[config.mk]
export PLATFORM = sky130hd
export DESIGN_NAME = itlb_fetch_xlate
export DESIGN_NICKNAME = d
export VERILOG_FILES = /design/src/rtl/itlb_pkg.sv /design/src/rtl/itlb_lru.sv /design/src/rtl/itlb_array.sv /design/src/rtl/itlb_fetch_xlate.sv
export SDC_FILE = /design/constraint.sdc
export NUM_CORES = 1
export LEC_CHECK = 0
export BUFFER_PORTS_ARGS = -buffer_cell sky130_fd_sc_hd__buf_2
export CELL_PAD_IN_SITES_DETAIL_PLACEMENT = 0
export CELL_PAD_IN_SITES_GLOBAL_PLACEMENT = 1
export CORE_AREA = 2 2 184 186
export CTS_CLUSTER_DIAMETER = 50
export DETAILED_ROUTE_END_ITERATION = 8
export DIE_AREA = 0 0 186 188
export PLACE_DENSITY_LB_ADDON = 0.05
export SLEW_MARGIN = 20
export SYNTH_ARGS = -nofsm -noshare
export SYNTH_HDL_FRONTEND = slang
export SYNTH_SLANG_ARGS = --single-unit
[constraint.sdc]
create_clock -name clk_i -period 2.6 [get_ports clk_i]
set_input_delay 0.26 -clock clk_i [delete_from_list [all_inputs] [get_ports clk_i]]
set_output_delay 0.26 -clock clk_i [all_outputs]
set_load 0.01 [all_outputs]
[src/rtl/itlb_pkg.sv]
package itlb_pkg;
  localparam int VA_W     = 32;
  localparam int PAGE_LSB = 10;
  localparam int VPN_W    = VA_W - PAGE_LSB;
  localparam int PPN_W    = 19;
  localparam int ASID_W   = 8;
  localparam int N_ENT    = 4;
  localparam int IDX_W    = $clog2(N_ENT);
  localparam int LRU_W    = N_ENT * (N_ENT - 1) / 2;
  localparam int CODE_W   = 2;

  localparam logic [CODE_W-1:0] RES_HIT   = 2'd0;
  localparam logic [CODE_W-1:0] RES_IMISS = 2'd1;
  localparam logic [CODE_W-1:0] RES_MULTI = 2'd2;

  localparam logic [CODE_W-1:0] U_HIT   = 2'd0;
  localparam logic [CODE_W-1:0] U_MISS  = 2'd1;
  localparam logic [CODE_W-1:0] U_MULTI = 2'd2;

  typedef struct packed {
    logic              v;
    logic [VPN_W-1:0]  vpn;
    logic [1:0]        sz;
    logic [PPN_W-1:0]  ppn;
    logic [ASID_W-1:0] asid;
  } tlb_ent_t;

  // page-number bits that take part in the compare for a size code
  function automatic logic [VPN_W-1:0] vpn_cmp_mask(input logic [1:0] sz);
    case (sz)
      2'd0:    return '1;
      2'd1:    return {{(VPN_W-2){1'b1}}, 2'b0};
      2'd2:    return {{(VPN_W-6){1'b1}}, 6'b0};
      default: return {{(VPN_W-10){1'b1}}, 10'b0};
    endcase
  endfunction

  function automatic logic [VA_W-1:0] xlate(input logic [PPN_W-1:0] ppn,
                                            input logic [1:0] sz,
                                            input logic [VA_W-1:0] va);
    logic [VA_W-1:0] base, off;
    base = {{(VA_W-PPN_W-PAGE_LSB){1'b0}}, ppn, {PAGE_LSB{1'b0}}};
    off  = ~{vpn_cmp_mask(sz), {PAGE_LSB{1'b0}}};
    return (base & ~off) | (va & off);
  endfunction
endpackage

[src/rtl/itlb_lru.sv]
module itlb_lru
  import itlb_pkg::*;
(
  input  logic             clk_i,
  input  logic             rst_ni,
  input  logic             use_i,
  input  logic [IDX_W-1:0] use_idx_i,
  output logic [IDX_W-1:0] victim_o,
  output logic [LRU_W-1:0] lru_o
);
  // bit 5..0 = control bits 31..26
  localparam logic [LRU_W-1:0] AND_M [N_ENT] = '{6'b000111, 6'b111001, 6'b111110, 6'b111111};
  localparam logic [LRU_W-1:0] OR_M  [N_ENT] = '{6'b000000, 6'b100000, 6'b010100, 6'b001011};

  logic [LRU_W-1:0] lru_q;

  always_comb begin
    if (lru_q[5:3] == 3'b111)                                  victim_o = 2'd0;
    else if ({lru_q[5], lru_q[2], lru_q[1]} == 3'b011)         victim_o = 2'd1;
    else if ({lru_q[4], lru_q[2], lru_q[0]} == 3'b001)         victim_o = 2'd2;
    else                                                       victim_o = 2'd3;
  end

  always_ff @(posedge clk_i or negedge rst_ni) begin
    if (!rst_ni)    lru_q <= '0;
    else if (use_i) lru_q <= (lru_q & AND_M[use_idx_i]) | OR_M[use_idx_i];
  end

  assign lru_o = lru_q;

  AST_FRESH_NOT_VICTIM: assert property (@(posedge clk_i) disable iff (!rst_ni)
    use_i |=> victim_o != $past(use_idx_i));
  AST_IDLE_AGE_HOLD: assert property (@(posedge clk_i) disable iff (!rst_ni)
    !use_i |=> lru_o == $past(lru_o));
endmodule

[src/rtl/itlb_array.sv]
module itlb_array
  import itlb_pkg::*;
(
  input  logic              clk_i,
  input  logic              rst_ni,
  input  logic [VPN_W-1:0]  lk_vpn_i,
  input  logic [ASID_W-1:0] lk_asid_i,
  input  logic              wr_en_i,
  input  logic [IDX_W-1:0]  wr_idx_i,
  input  tlb_ent_t          wr_ent_i,
  output logic              hit_o,
  output logic              multi_o,
  output logic [IDX_W-1:0]  hit_idx_o,
  output logic [PPN_W-1:0]  hit_ppn_o,
  output logic [1:0]        hit_sz_o
);
  tlb_ent_t         ent_q [N_ENT];
  logic [N_ENT-1:0] match;

  for (genvar g = 0; g < N_ENT; g++) begin : g_ent
    always_ff @(posedge clk_i or negedge rst_ni) begin
      if (!rst_ni)                                    ent_q[g] <= '0;
      else if (wr_en_i && wr_idx_i == IDX_W'(g))      ent_q[g] <= wr_ent_i;
    end

    assign match[g] = ent_q[g].v && (ent_q[g].asid == lk_asid_i) &&
                      (((lk_vpn_i ^ ent_q[g].vpn) & vpn_cmp_mask(ent_q[g].sz)) == '0);

    AST_FILL_LANDS: assert property (@(posedge clk_i) disable iff (!rst_ni)
      (wr_en_i && wr_idx_i == IDX_W'(g)) |=>
        ent_q[g].v && ent_q[g].vpn == $past(wr_ent_i.vpn) && ent_q[g].ppn == $past(wr_ent_i.ppn));
  end

  always_comb begin
    hit_idx_o = '0;
    hit_ppn_o = '0;
    hit_sz_o  = '0;
    for (int i = 0; i < N_ENT; i++) begin
      if (match[i]) begin
        hit_idx_o = IDX_W'(i);
        hit_ppn_o = ent_q[i].ppn;
        hit_sz_o  = ent_q[i].sz;
      end
    end
  end

  assign hit_o   = |match;
  assign multi_o = (match & (match - 1'b1)) != '0;
endmodule

[src/rtl/itlb_fetch_xlate.sv]
module itlb_fetch_xlate
  import itlb_pkg::*;
(
  input  logic              clk_i,
  input  logic              rst_ni,
  input  logic              req_valid_i,
  output logic              req_ready_o,
  input  logic [VA_W-1:0]   req_vaddr_i,
  input  logic [ASID_W-1:0] req_asid_i,
  output logic              resp_valid_o,
  output logic [CODE_W-1:0] resp_code_o,
  output logic [IDX_W-1:0]  resp_idx_o,
  output logic [VA_W-1:0]   resp_paddr_o,
  output logic [LRU_W-1:0]  lru_o,
  output logic              utlb_req_o,
  output logic [VA_W-1:0]   utlb_vaddr_o,
  output logic [ASID_W-1:0] utlb_asid_o,
  input  logic              utlb_rsp_valid_i,
  input  logic [CODE_W-1:0] utlb_rsp_code_i,
  input  logic [VPN_W-1:0]  utlb_rsp_vpn_i,
  input  logic [1:0]        utlb_rsp_sz_i,
  input  logic [PPN_W-1:0]  utlb_rsp_ppn_i,
  input  logic [ASID_W-1:0] utlb_rsp_asid_i
);
  typedef enum logic [1:0] {ST_IDLE, ST_LOOK, ST_UWAIT} st_e;

  st_e               st_q, st_d;
  logic [VA_W-1:0]   va_q;
  logic [ASID_W-1:0] asid_q;

  logic              arr_hit, arr_multi;
  logic [IDX_W-1:0]  arr_idx, victim;
  logic [PPN_W-1:0]  arr_ppn;
  logic [1:0]        arr_sz;
  logic              wr_en;
  tlb_ent_t          wr_ent;
  logic              lru_use;
  logic [IDX_W-1:0]  lru_idx;

  logic              rsp_set;
  logic [CODE_W-1:0] code_d, code_q;
  logic [IDX_W-1:0]  idx_d, idx_q;
  logic [VA_W-1:0]   pa_d, pa_q;
  logic              rv_q;

  itlb_array i_array (
    .clk_i     (clk_i),
    .rst_ni    (rst_ni),
    .lk_vpn_i  (va_q[VA_W-1:PAGE_LSB]),
    .lk_asid_i (asid_q),
    .wr_en_i   (wr_en),
    .wr_idx_i  (victim),
    .wr_ent_i  (wr_ent),
    .hit_o     (arr_hit),
    .multi_o   (arr_multi),
    .hit_idx_o (arr_idx),
    .hit_ppn_o (arr_ppn),
    .hit_sz_o  (arr_sz)
  );

  itlb_lru i_lru (
    .clk_i     (clk_i),
    .rst_ni    (rst_ni),
    .use_i     (lru_use),
    .use_idx_i (lru_idx),
    .victim_o  (victim),
    .lru_o     (lru_o)
  );

  assign wr_ent = '{v: 1'b1, vpn: utlb_rsp_vpn_i, sz: utlb_rsp_sz_i,
                    ppn: utlb_rsp_ppn_i, asid: utlb_rsp_asid_i};

  always_comb begin
    st_d    = st_q;
    wr_en   = 1'b0;
    lru_use = 1'b0;
    lru_idx = '0;
    rsp_set = 1'b0;
    code_d  = RES_HIT;
    idx_d   = '0;
    pa_d    = '0;
    case (st_q)
      ST_IDLE: if (req_valid_i) st_d = ST_LOOK;
      ST_LOOK: begin
        if (arr_multi) begin
          rsp_set = 1'b1;
          code_d  = RES_MULTI;
          st_d    = ST_IDLE;
        end else if (arr_hit) begin
          rsp_set = 1'b1;
          idx_d   = arr_idx;
          pa_d    = xlate(arr_ppn, arr_sz, va_q);
          lru_use = 1'b1;
          lru_idx = arr_idx;
          st_d    = ST_IDLE;
        end else begin
          st_d = ST_UWAIT;
        end
      end
      ST_UWAIT: if (utlb_rsp_valid_i) begin
        rsp_set = 1'b1;
        st_d    = ST_IDLE;
        if (utlb_rsp_code_i == U_HIT) begin
          wr_en   = 1'b1;
          lru_use = 1'b1;
          lru_idx = victim;
          idx_d   = victim;
          pa_d    = xlate(utlb_rsp_ppn_i, utlb_rsp_sz_i, va_q);
        end else if (utlb_rsp_code_i == U_MULTI) begin
          code_d = RES_MULTI;
        end else begin
          code_d = RES_IMISS;
        end
      end
      default: st_d = ST_IDLE;
    endcase
  end

  always_ff @(posedge clk_i or negedge rst_ni) begin
    if (!rst_ni) begin
      st_q   <= ST_IDLE;
      va_q   <= '0;
      asid_q <= '0;
      rv_q   <= 1'b0;
      code_q <= RES_HIT;
      idx_q  <= '0;
      pa_q   <= '0;
    end else begin
      st_q <= st_d;
      rv_q <= rsp_set;
      if (st_q == ST_IDLE && req_valid_i) begin
        va_q   <= req_vaddr_i;
        asid_q <= req_asid_i;
      end
      if (rsp_set) begin
        code_q <= code_d;
        idx_q  <= idx_d;
        pa_q   <= pa_d;
      end
    end
  end

  assign req_ready_o  = (st_q == ST_IDLE);
  assign resp_valid_o = rv_q;
  assign resp_code_o  = code_q;
  assign resp_idx_o   = idx_q;
  assign resp_paddr_o = pa_q;
  assign utlb_req_o   = (st_q == ST_UWAIT);
  assign utlb_vaddr_o = va_q;
  assign utlb_asid_o  = asid_q;

  AST_UREQ_HELD: assert property (@(posedge clk_i) disable iff (!rst_ni)
    (utlb_req_o && !utlb_rsp_valid_i) |=> utlb_req_o && $stable(utlb_vaddr_o) && $stable(utlb_asid_o));
  AST_RESP_ONE_CYCLE: assert property (@(posedge clk_i) disable iff (!rst_ni)
    resp_valid_o |=> !resp_valid_o);
  AST_NONHIT_AGE_KEPT: assert property (@(posedge clk_i) disable iff (!rst_ni)
    (resp_valid_o && resp_code_o != RES_HIT) |-> lru_o == $past(lru_o));
  AST_UREQ_NOT_READY: assert property (@(posedge clk_i) disable iff (!rst_ni)
    utlb_rsp_valid_i |-> utlb_req_o);
endmodule

* After elaboration in Yosys (flattened, before gate mapping) *
Cells that the tools add are included.

storage, ports and cells
  register bits = 293
  memory bits (writable) = 0
  bits in read-only memories = 0
  logic and storage cells = 169
  input bits = 97
  memories = 0
  bits in latches = 0
  output and inout bits = 85

operators by class
  $mul = 0
  eq/ne operators = 27
  shift-type cells = 0
  muxes and demuxes = 61
  reductions and logical operators = 29
  order comparisons = 1
  bitwise operators = 22
  $add $sub $neg = 1
  divide/modulo/power cells = 0

operator list
  kind                  number
  $pmux W10 S3          6
  $mux W22              6
  $mux W32              4
  $not A32 Y32          4
  $and A22 B22 Y22      4
  $logic_not A22 Y1     4
  $xor A22 B22 Y22      4
  $mux W19              4
  $and A29 B32 Y32      2
  $and A32 B32 Y32      2
  $or A32 B32 Y32       2
  $pmux W32 S2          1
  $mux W2               20
  $eq A8 B8 Y1          4
  $bmux W6 S2           2
  $mux W6               4
  $eq A2 B2 Y1 const B  10
  $logic_not A2 Y1      9
  $eq A2 B1 Y1 const B  8
  $logic_and A1 B1 Y1   13
  $mux W1               9
  $pmux W2 S2           2
  $and A6 B6 Y6         1
  $or A6 B6 Y6          1
  other kinds (14)      15

* Logic depth before layout (Yosys ltp) *
Gate-level depths: netlist (run 1).

  depth after elaboration = 21
  mapped depth = 13
  mapped depth without buffers = 10

* Modules after synthesis *
Synthesis (run 1) repeated with hierarchy kept, for this count alone.

unflattened totals
  cells, all modules = 1,063
  area, all modules = 13,769.5 sq um

modules (own cells, without submodules)
  module            cells an instance  sequential area each (sq um)  instances  area an instance (sq um)
  itlb_array        775                5,205.0                       1          10,090.9
  itlb_fetch_xlate  263                1,901.8                       1          3,385.7
  itlb_lru          25                 150.1                         1          292.8

* Worst setup path after synthesis (run 1) *
Ideal clock, no wire load.

  path type = flip-flop to flip-flop
  start = reg asid_q[7], in the netlist utlb_asid_o[7]
  end = reg pa_q[10], in the netlist resp_paddr_o[10]
  setup slack = -290 ps
  cell stages (with the launch flop) = 10
  period minus slack after synthesis = 2,890 ps
  data required time = 2,523 ps
  buffers on the path = 1
  setup time = 77 ps
  arrival time = 2,813 ps
  path through = dfrtp_1 buf_2 xor2_1 or4_1 nor4_2 nand3_2 a41oi_2 o2111a_1 mux2_1 a21oi_1

between the ends
  cells in the longest elaborated chain, start to end = 19
  elaborated cells between the ends (all ways) = 42
  those cells by class = add/sub (1); eq/ne (6); mux (18); bitwise (6); reduce/logical (11)

ends and longest elaborated chain
  item                                        RTL line                 RTL
  from (decl)                                 itlb_fetch_xlate.sv:29   logic [ASID_W-1:0] asid_q;
  from (signal assigned)                      itlb_fetch_xlate.sv:133  asid_q <= req_asid_i;
  $eq A8 B8 Y1                                itlb_array.sv:26         assign match[g] = ent_q[g].v && (ent_q[g].asid == lk_asid_i) &&
  $logic_and A1 B1 Y1 (2 in series)           itlb_array.sv:26
  $mux W2 (4 in series)                       itlb_array.sv:39         if (match[i]) begin
  $eq A2 B2 Y1, or another cell as far along  itlb_pkg.sv:30           case (sz)
  $pmux W10 S3                                itlb_pkg.sv:30
  $mux W22                                    itlb_fetch_xlate.sv:89   end else if (arr_hit) begin
  $mux W22                                    itlb_fetch_xlate.sv:85   if (arr_multi) begin
  $mux W22                                    itlb_fetch_xlate.sv:82   case (st_q)
  $not A32 Y32                                itlb_pkg.sv:43           off = ~{vpn_cmp_mask(sz), {PAGE_LSB{1'b0}}};
  $not A32 Y32                                itlb_pkg.sv:44           return (base & ~off) | (va & off);
  $and A29 B32 Y32                            itlb_pkg.sv:44
  $or A32 B32 Y32                             itlb_pkg.sv:44
  $mux W32                                    itlb_fetch_xlate.sv:89
  $mux W32                                    itlb_fetch_xlate.sv:85
  $pmux W32 S2                                itlb_fetch_xlate.sv:82
  to (signal assigned)                        itlb_fetch_xlate.sv:138  pa_q <= pa_d;
  to (decl)                                   itlb_fetch_xlate.sv:43   logic [VA_W-1:0] pa_d, pa_q;

Parallel ways exist; a longest one is shown, timed or not. The select of a mux whose other input is x is not followed.
A chain may end at the register's enable or synchronous reset.

* Worst setup path after layout (run 1) *
  start = reg i_array.ent_q[144] in the netlist's numbering
  end = reg pa_q[3], in the netlist resp_paddr_o[3]

between the ends
  cells in the longest elaborated chain, start to end = 9
  elaborated cells between the ends (all ways) = 14
  those cells by class = add/sub (1); mux (6); bitwise (3); reduce/logical (4)

ends and longest elaborated chain
  item                                                RTL line                RTL
  from (decl)                                         itlb_array.sv:17        tlb_ent_t ent_q [N_ENT];
  from (signal, indexed assignment)                   itlb_array.sv:23        else if (wr_en_i && wr_idx_i == IDX_W'(g)) ent_q[g] <= wr_ent_i;
  $xor A22 B22 Y22 *                                  itlb_array.sv:27        (((lk_vpn_i ^ ent_q[g].vpn) & vpn_cmp_mask(ent_q[g].sz)) == '0);
  $and A22 B22 Y22 *                                  itlb_array.sv:27
  $logic_not A22 Y1 *                                 itlb_array.sv:27
  $logic_and A1 B1 Y1 *                               itlb_array.sv:26
  $sub A4 B1 Y4                                       itlb_array.sv:48        assign multi_o = (match & (match - 1'b1)) != '0;
  $and A4 B4 Y4                                       itlb_array.sv:48
  $reduce_bool A4 Y1                                  itlb_array.sv:48
  $mux W32 / $mux W1 (equally long branches)          itlb_fetch_xlate.sv:85
  $pmux W32 S2 / $pmux W1 S2 (equally long branches)  itlb_fetch_xlate.sv:82

Every way passes the cells marked *; elsewhere a longest branch is shown, timed or not.

==> flow_summary_export.csv, run 1 <==
group,metric,value,unit
run_status,status,"finished, violations left",
run_status,failed_checks,"setup timing",
critical_path,crit_path_start_kind,"register",
yosys,synthTopCellsByArea,"dfrtp_1 (52%), mux2_2 (19%), xnor2_1 (5.4%)",
clock_tree,htree_levels,2,
clock_tree,cts_num_sinks,290,
pwr,power_leakage,9.18,nW
placed_design,numPortBuffers,178,
yosys,ys_seq_area_share,51.7,%
yosys,yosysWarnings,0,
die,std_cell_rows,67,
grt,grt_pass1_vias,10551,
routing,drt_pass1_iterations,4,
critical_path,worstSetupPathType,"register to register",
placed_design,place_hpwl,27.7,mm
pwr,seqPwrFrac,34.9,%
die,chipWidth,186,um
yosys,synthFlopType,"dfrtp_1",
hold_path,holdCritStartpoint,"utlb_rsp_vpn_i[8]",
final_layout,layout.nets,1598,
critical_path,slowest_stage,"or4_4",
grt,gr-total-overflow,0,
critical_path,crit_fanout,10,
yosys,netlist_area,0.0140,mm^2
routing,drc,0,
yosys,synth_top_area_share,51.7,%
pwr,p_per_area,1020,mW/mm^2
grt,track_usage,22.8,%
die,start_util,42.4,%
sta,slew_headroom,61.8,%
hold_path,hold_path_class,"input port to register",
final_layout,syn_to_final_growth,36.3,%
sta,min_period_over_period,115,%
routing,avgViaCountPerCell,5.16,
sta,setup_viol,39,
die,die_area,0.0350,mm^2
die,core,0.0331,mm^2
sta,skew,20.4,ps
routing,vias,10187,
sta,worst_pin_slew,573,ps
clock_tree,root_buffer,"clkbuf_16",
routing,wl_per_cell,19.7,um
pwr,ir_worst_vdd,0.000558,V
job,drv_cap,0,
final_layout,drive_above_1_share,50.6,%
critical_path,startpoint,"i_array.ent_q[144]$_DFFE_PN0P_",
pwr,switching_share,33.2,%
routing,drt.antenna.violating_nets,0,
yosys,synth_cell_type_count,66,
final_layout,final_common_cell,"dfrtp_1",
sta,max_freq,334,MHz
final_layout,diodes,0,
placed_design,dp_slack,-394,ps
yosys,synthArstFlopShare,100,%
critical_path,r2r_start,"i_array.ent_q[144]$_DFFE_PN0P_",
clock_tree,cts_buffer_depth,3,
critical_path,slowest_delay,560,ps
pwr,pwr-share-clk,28.1,%
routing,drt-initial-drc-count,458,
grt,antenna_found_initial,0,
yosys,synth.ff_latch_count,290,
sta,rsz0062_at_grt,"yes",
clock_tree,numCtsBuffers,41,
placed_design,place.gp.congestion,0.830,
routing,routed_wl,38.8,mm
yosys,yosysTopAreaCell,"dfrtp_1",
placed_design,dp_cells,1851,
grt,grt_pass1_wl,61.6,mm
die,die_h,188,um
critical_path,critPathArrivalTime,3390,ps
critical_path,required,3000,ps
grt,grt_max_degree,69,
yosys,synth-edff-count,0,
sta,hold_violations,0,
die,design.portCount,182,
pwr,combPwrFrac,37.0,%
critical_path,crit_path_end_kind,"register",
sta,slew_violations,0,
critical_path,worstPathCellList,"xor2_2, or4_4, nor4_4, nand3_2, xnor2_2, a32o_2, a21oi_4, nor2_4, a22o_1",
pwr,power.switching,0.00646,W
pwr,p_int,0.0130,W
final_layout,fin_cells,1973,
sta,final.min_clock_period,2990,ps
clock_tree,clk_latency,520,ps
clock_tree,clk_pin_slew,60,ps
yosys,syn_inst,1136,
final_layout,mostFrequentLayoutCells,"dfrtp_1 (285), mux2_2 (243), buf_2 (177), buf_4 (151), xnor2_1 (59)",
clock_tree,cts_tree,"done",
sta,fin_ws,-395,ps
final_layout,finish.utilization,57.8,%
yosys,avgSynthCellArea,12.4,um^2
sequential cells by signal (all words and copies together) (netlist names), named ones only:
signal / cells
resp_paddr_o: 29
i_array.ent_q: 208
utlb_asid_o: 8
st_q: 2
i_lru.lru_o: 2
resp_idx_o: 2
utlb_vaddr_o: 32
resp_valid_o: 1
resp_code_o: 2
power groups by stage:
stage               Clock (W)  Combinational [W]  Sequential (W)
finish                0.00547            0.00721         0.00680
global route          0.00582            0.00780         0.00697
CTS                   0.00560            0.00683         0.00674
detailed placement          0            0.00650         0.00679
global placement            0            0.00648         0.00675
floorplan                   0            0.00363         0.00664
logic make-up after synthesis:
group,share of synthesized area (%)
DFF,51.7
muxes,21.9
and+or+nand+nor,7.70
AOI/OAI and AO/OA,7.45
xor gates and xnor gates,7.74
buffers and inverters,3.19
adders and majority gates,0.267
other,0.0267
critical path, delay by kind of cell, from the launching register on:
| family | cells | cell delay, ps |
|---|---|---|
| simple gates | 4 | 1330 |
| flops | 1 | 400 |
| compound gates | 3 | 730 |
| xor+xnor | 2 | 390 |
through the flow:
stage	hold slack (ps)	area (um^2)	power, W	TNS [ps]
after floorplan	-35.6	14200	0.0103	-7660
after global placement	270	16700	0.0132	-11600
after detailed placement	268	16700	0.0133	-12770
after CTS	0.115	18700	0.0192	-10740
after global routing	6.12	19100	0.0206	-15800
final	14.3	19100	0.0195	-12100
cell usage after synthesis (all sizes together) (9+ instances only):
cell type / instances
nand4: 28
mux2i: 32
nand3: 25
xor2: 37
and3: 12
nor2: 18
mux2: 245
nand2: 47
inv: 21
o21a: 11
a21oi: 38
and4: 9
a22o: 10
dfrtp: 290
o21ai: 41
nor4: 10
xnor2: 87
clkbuf: 45
o31ai: 13
buf: 35
worst paths after layout:
check | depth (start not counted) | slack [ps] | endpoint
min in group asynchronous | 2 | 300 | i_array.ent_q[126]$_DFFE_PN0P_
worst max register to register | 9 | -390 | resp_paddr_o[3]$_DFFE_PN0P_
worst min register to register | 1 | 480 | i_array.ent_q[155]$_DFFE_PN0P_
max in group asynchronous | 3 | 1540 | utlb_vaddr_o[5]$_DFFE_PN0P_
worst min-delay path | 2 | 10 | i_array.ent_q[193]$_DFFE_PN0P_
worst max-delay path | 9 | -390 | resp_paddr_o[3]$_DFFE_PN0P_
per-layer routing:
layer  up-vias  share of wire [%]  GRT usage (%)
li1       4809                  -              -
met1      5122                 48           33.0
met2       209                 46           36.1
met3        47                4.2           3.61
met4         0                1.5           5.00
met5         -                  0              0
repair_timing:
item | 4_1_cts | 5_1_grt
setup endpoints to repair | 39 | 40
buffers inserted | 5 | 6
pin swaps | 12 | 21
hold buffers | 42 | 0
gates resized for setup | 38 | 84
hold endpoints to repair | 105 | 0
layout make-up:
cell class / instances / area (um^2)
fillers: 2876 / 14000
flip-flops and latches: 290 / 7260
multi-input cells: 747 / 7020
repair buffers: 397 / 2860
clock buffers: 52 / 1130
well taps: 448 / 561
clock inverters: 18 / 213
inverters: 21 / 81.3
(Power assumes the default switching activity.)
==> run 2, diff against run 1 <==
Settings changed: BUFFER_PORTS_ARGS -buffer_cell sky130_fd_sc_hd__buf_2 to -buffer_cell sky130_fd_sc_hd__buf_4.
==> run 2 against run 1 <==
The flow still finishes with violations (setup timing). Worst hold slack better by 2.2 ps. Worst setup slack better by 100 ps. Combinational power up 4.3%. Final cell count up 1.4%. Utilization up 2.5 points. Design area up 4.3%. Sequential power about the same. Flip-flop and latch count unchanged. Clock power down 2%. Routed wire length up 0.43%. First-iteration DRC count up 8.5%. Critical path type unchanged. Critical endpoint is now resp_paddr_o[19]$_DFFE_PN0P_. Largest cell class unchanged. Largest power group unchanged.
==> flow_summary_export.csv, run 2 (synthesis gave the netlist of run 1 again) <==
group,metric,value,unit
critical_path,crit_path_end_kind,"register",
clock_tree,clk_latency,520,ps
sta,slew_violations,0,
clock_tree,clk_pin_slew,60,ps
hold_path,hold-path-cell-count,2,
final_layout,num-fill-cells,2736,
pwr,ir_worst_vdd,0.000875,V
final_layout,syn_to_final_growth,42.2,%
critical_path,worstPathCellList,"xor2_2, or4_4, nor4_4, buf_4, and3_4, buf_6, nor2_4, o311a_4, a21oi_4, mux2i_1, o21ai_1",
pwr,p_per_area,988,mW/mm^2
sta,setup_viol,38,
final_layout,final_common_cell,"buf_4",
die,chipWidth,186,um
critical_path,reg2reg_to,"resp_paddr_o[19]$_DFFE_PN0P_",
critical_path,slowest_delay,540,ps
sta,fin_ws,-294,ps
grt,antenna_found_initial,0,
run_status,failed_checks,"setup timing",
die,std_cell_rows,67,
die,design.portCount,182,
final_layout,mostFrequentLayoutCells,"buf_4 (336), dfrtp_1 (285), mux2_2 (243), xnor2_1 (66), dlygate4sd3_1 (55)",
critical_path,required,2980,ps
final_layout,drive_above_1_share,51.9,%
final_layout,largest_reg_flops,208,
run_status,status,"finished, violations left",
pwr,total_power,0.0197,W
hold_path,holdPathEnd,"i_array.ent_q[84]$_DFFE_PN0P_",
grt,grt_pass1_vias,10488,
clock_tree,cts_tree,"done",
clock_tree,root_buffer,"clkbuf_16",
routing,vias,10389,
routing,drt.antenna.violating_nets,0,
grt,grt_max_degree,85,
grt,gr-total-overflow,0,
hold_path,holdCritStartpoint,"utlb_rsp_vpn_i[3]",
die,start_util,42.4,%
critical_path,crit_path_start_kind,"register",
die,core,0.0331,mm^2
grt,track_usage,22.4,%
critical_path,r2r_start,"utlb_vaddr_o[21]$_DFFE_PN0P_",
routing,drt-initial-drc-count,497,
final_layout,diodes,0,
die,die_area,0.0350,mm^2
critical_path,worstRegToRegCells,11,
sta,skew,25.3,ps
routing,routed_wl,39.0,mm
job,drv_cap,0,
final_layout,largest-register,"i_array.ent_q",
clock_tree,cts_num_sinks,290,
critical_path,worstSetupPathType,"register to register",
sta,final.min_clock_period,2890,ps
sta,slew_headroom,51.4,%
clock_tree,numCtsBuffers,38,
final_layout,fin_cells,2000,
routing,drc,0,
routing,avgViaCountPerCell,5.19,
critical_path,critPathArrivalTime,3270,ps
placed_design,place.gp.congestion,0.819,
critical_path,crit_fanout,4,
critical_path,slowest_stage,"or4_4",
pwr,power_leakage,9.48,nW
sta,rsz0062_at_grt,"yes",
routing,wl_per_cell,19.5,um
placed_design,dp_cells,1855,
routing,drt_pass1_iterations,5,
sta,worst_pin_slew,729,ps
placed_design,place_hpwl,27.8,mm
placed_design,numPortBuffers,178,
die,die_h,188,um
sta,hold_violations,0,
final_layout,layout.nets,1625,
clock_tree,cts_buffer_depth,3,
clock_tree,htree_levels,2,
final_layout,finish.utilization,60.3,%
sta,setup_tns,-8450,ps
placed_design,dp_slack,-382,ps
hold_path,hold_path_class,"input port to register",
critical_path,rrSetupSlack,-290,ps
grt,grt_pass1_wl,60.4,mm
sta,max_freq,346,MHz
sta,min_period_over_period,111,%
[run 2: cell types whose count changed in the layout (fill, tap and decap cells not counted), sizes merged]
cell,previous run,this run
clkinvlp,3,0
bufinv,3,4
dlygate4sd3,42,55
buf,355,370
clkinv,6,7
clkbuf,52,57
inv,27,22
[run 2: final cells by class]
cell class,instances,area [um^2],share of cell area (%)
repair buffers,427,3680,18.4
multi-input cells,747,7070,35.4
clock buffers,55,1130,5.65
clock inverters,12,178,0.890
well taps,448,561,2.81
inverters,21,81.3,0.407
flip-flops and latches,290,7260,36.4
[run 2: worst max-delay path by stage]
stage	start	endpoint	depth (start not counted)
finish	utlb_vaddr_o[21]$_DFFE_PN0P_	resp_paddr_o[19]$_DFFE_PN0P_	11
global route	utlb_vaddr_o[30]$_DFFE_PN0P_	resp_paddr_o[19]$_DFFE_PN0P_	14
CTS	utlb_vaddr_o[28]$_DFFE_PN0P_	resp_paddr_o[11]$_DFFE_PN0P_	11
detailed placement	utlb_asid_o[1]$_DFFE_PN0P_	resp_paddr_o[11]$_DFFE_PN0P_	12
global placement	utlb_asid_o[1]$_DFFE_PN0P_	resp_paddr_o[11]$_DFFE_PN0P_	12
floorplan	utlb_vaddr_o[21]$_DFFE_PN0P_	resp_paddr_o[10]$_DFFE_PN0P_	12
[run 2: power by group]
group	internal (W)	total [W]	switching, W
Sequential	0.00573	0.00682	0.00109
Combinational	0.00420	0.00752	0.00332
Clock	0.00342	0.00538	0.00196
[run 2: critical path, delay by kind of cell, from the launching register on]
kind / cells / cell delay [ps]
simple gates: 4 / 1060
compound gates: 3 / 600
flops: 1 / 400
buf+inv: 2 / 290
mux: 1 / 220
xor+xnor: 1 / 190
[run 2: what timing repair did]
action,CTS,global route
endpoints found under the setup margin,39,39
hold buffers,54,1
hold endpoints to repair,163,1
gates resized for setup,97,60
gates cloned,1,2
buffers inserted,11,12
pin swaps,33,26
[run 2: routing by layer]
layer | vias up | track usage, % | routed length, um | share of wire [%]
met2 | 242 | 36.0 | 18100 | 46
met3 | 62 | 2.95 | 1470 | 3.8
li1 | 4847 | - | - | -
met1 | 5238 | 32.5 | 18600 | 48
met4 | 0 | 4.85 | 772 | 2.0
met5 | - | 0 | 0 | 0
[run 2: stage by stage]
stage          hold WS (ps)  instance area, um^2
3_3_place_gp            343                17200
5_1_grt                4.24                20000
2_1_floorplan         -35.6                14200
4_1_cts               0.127                19500
3_5_place_dp            334                17200
6_report               16.5                20000
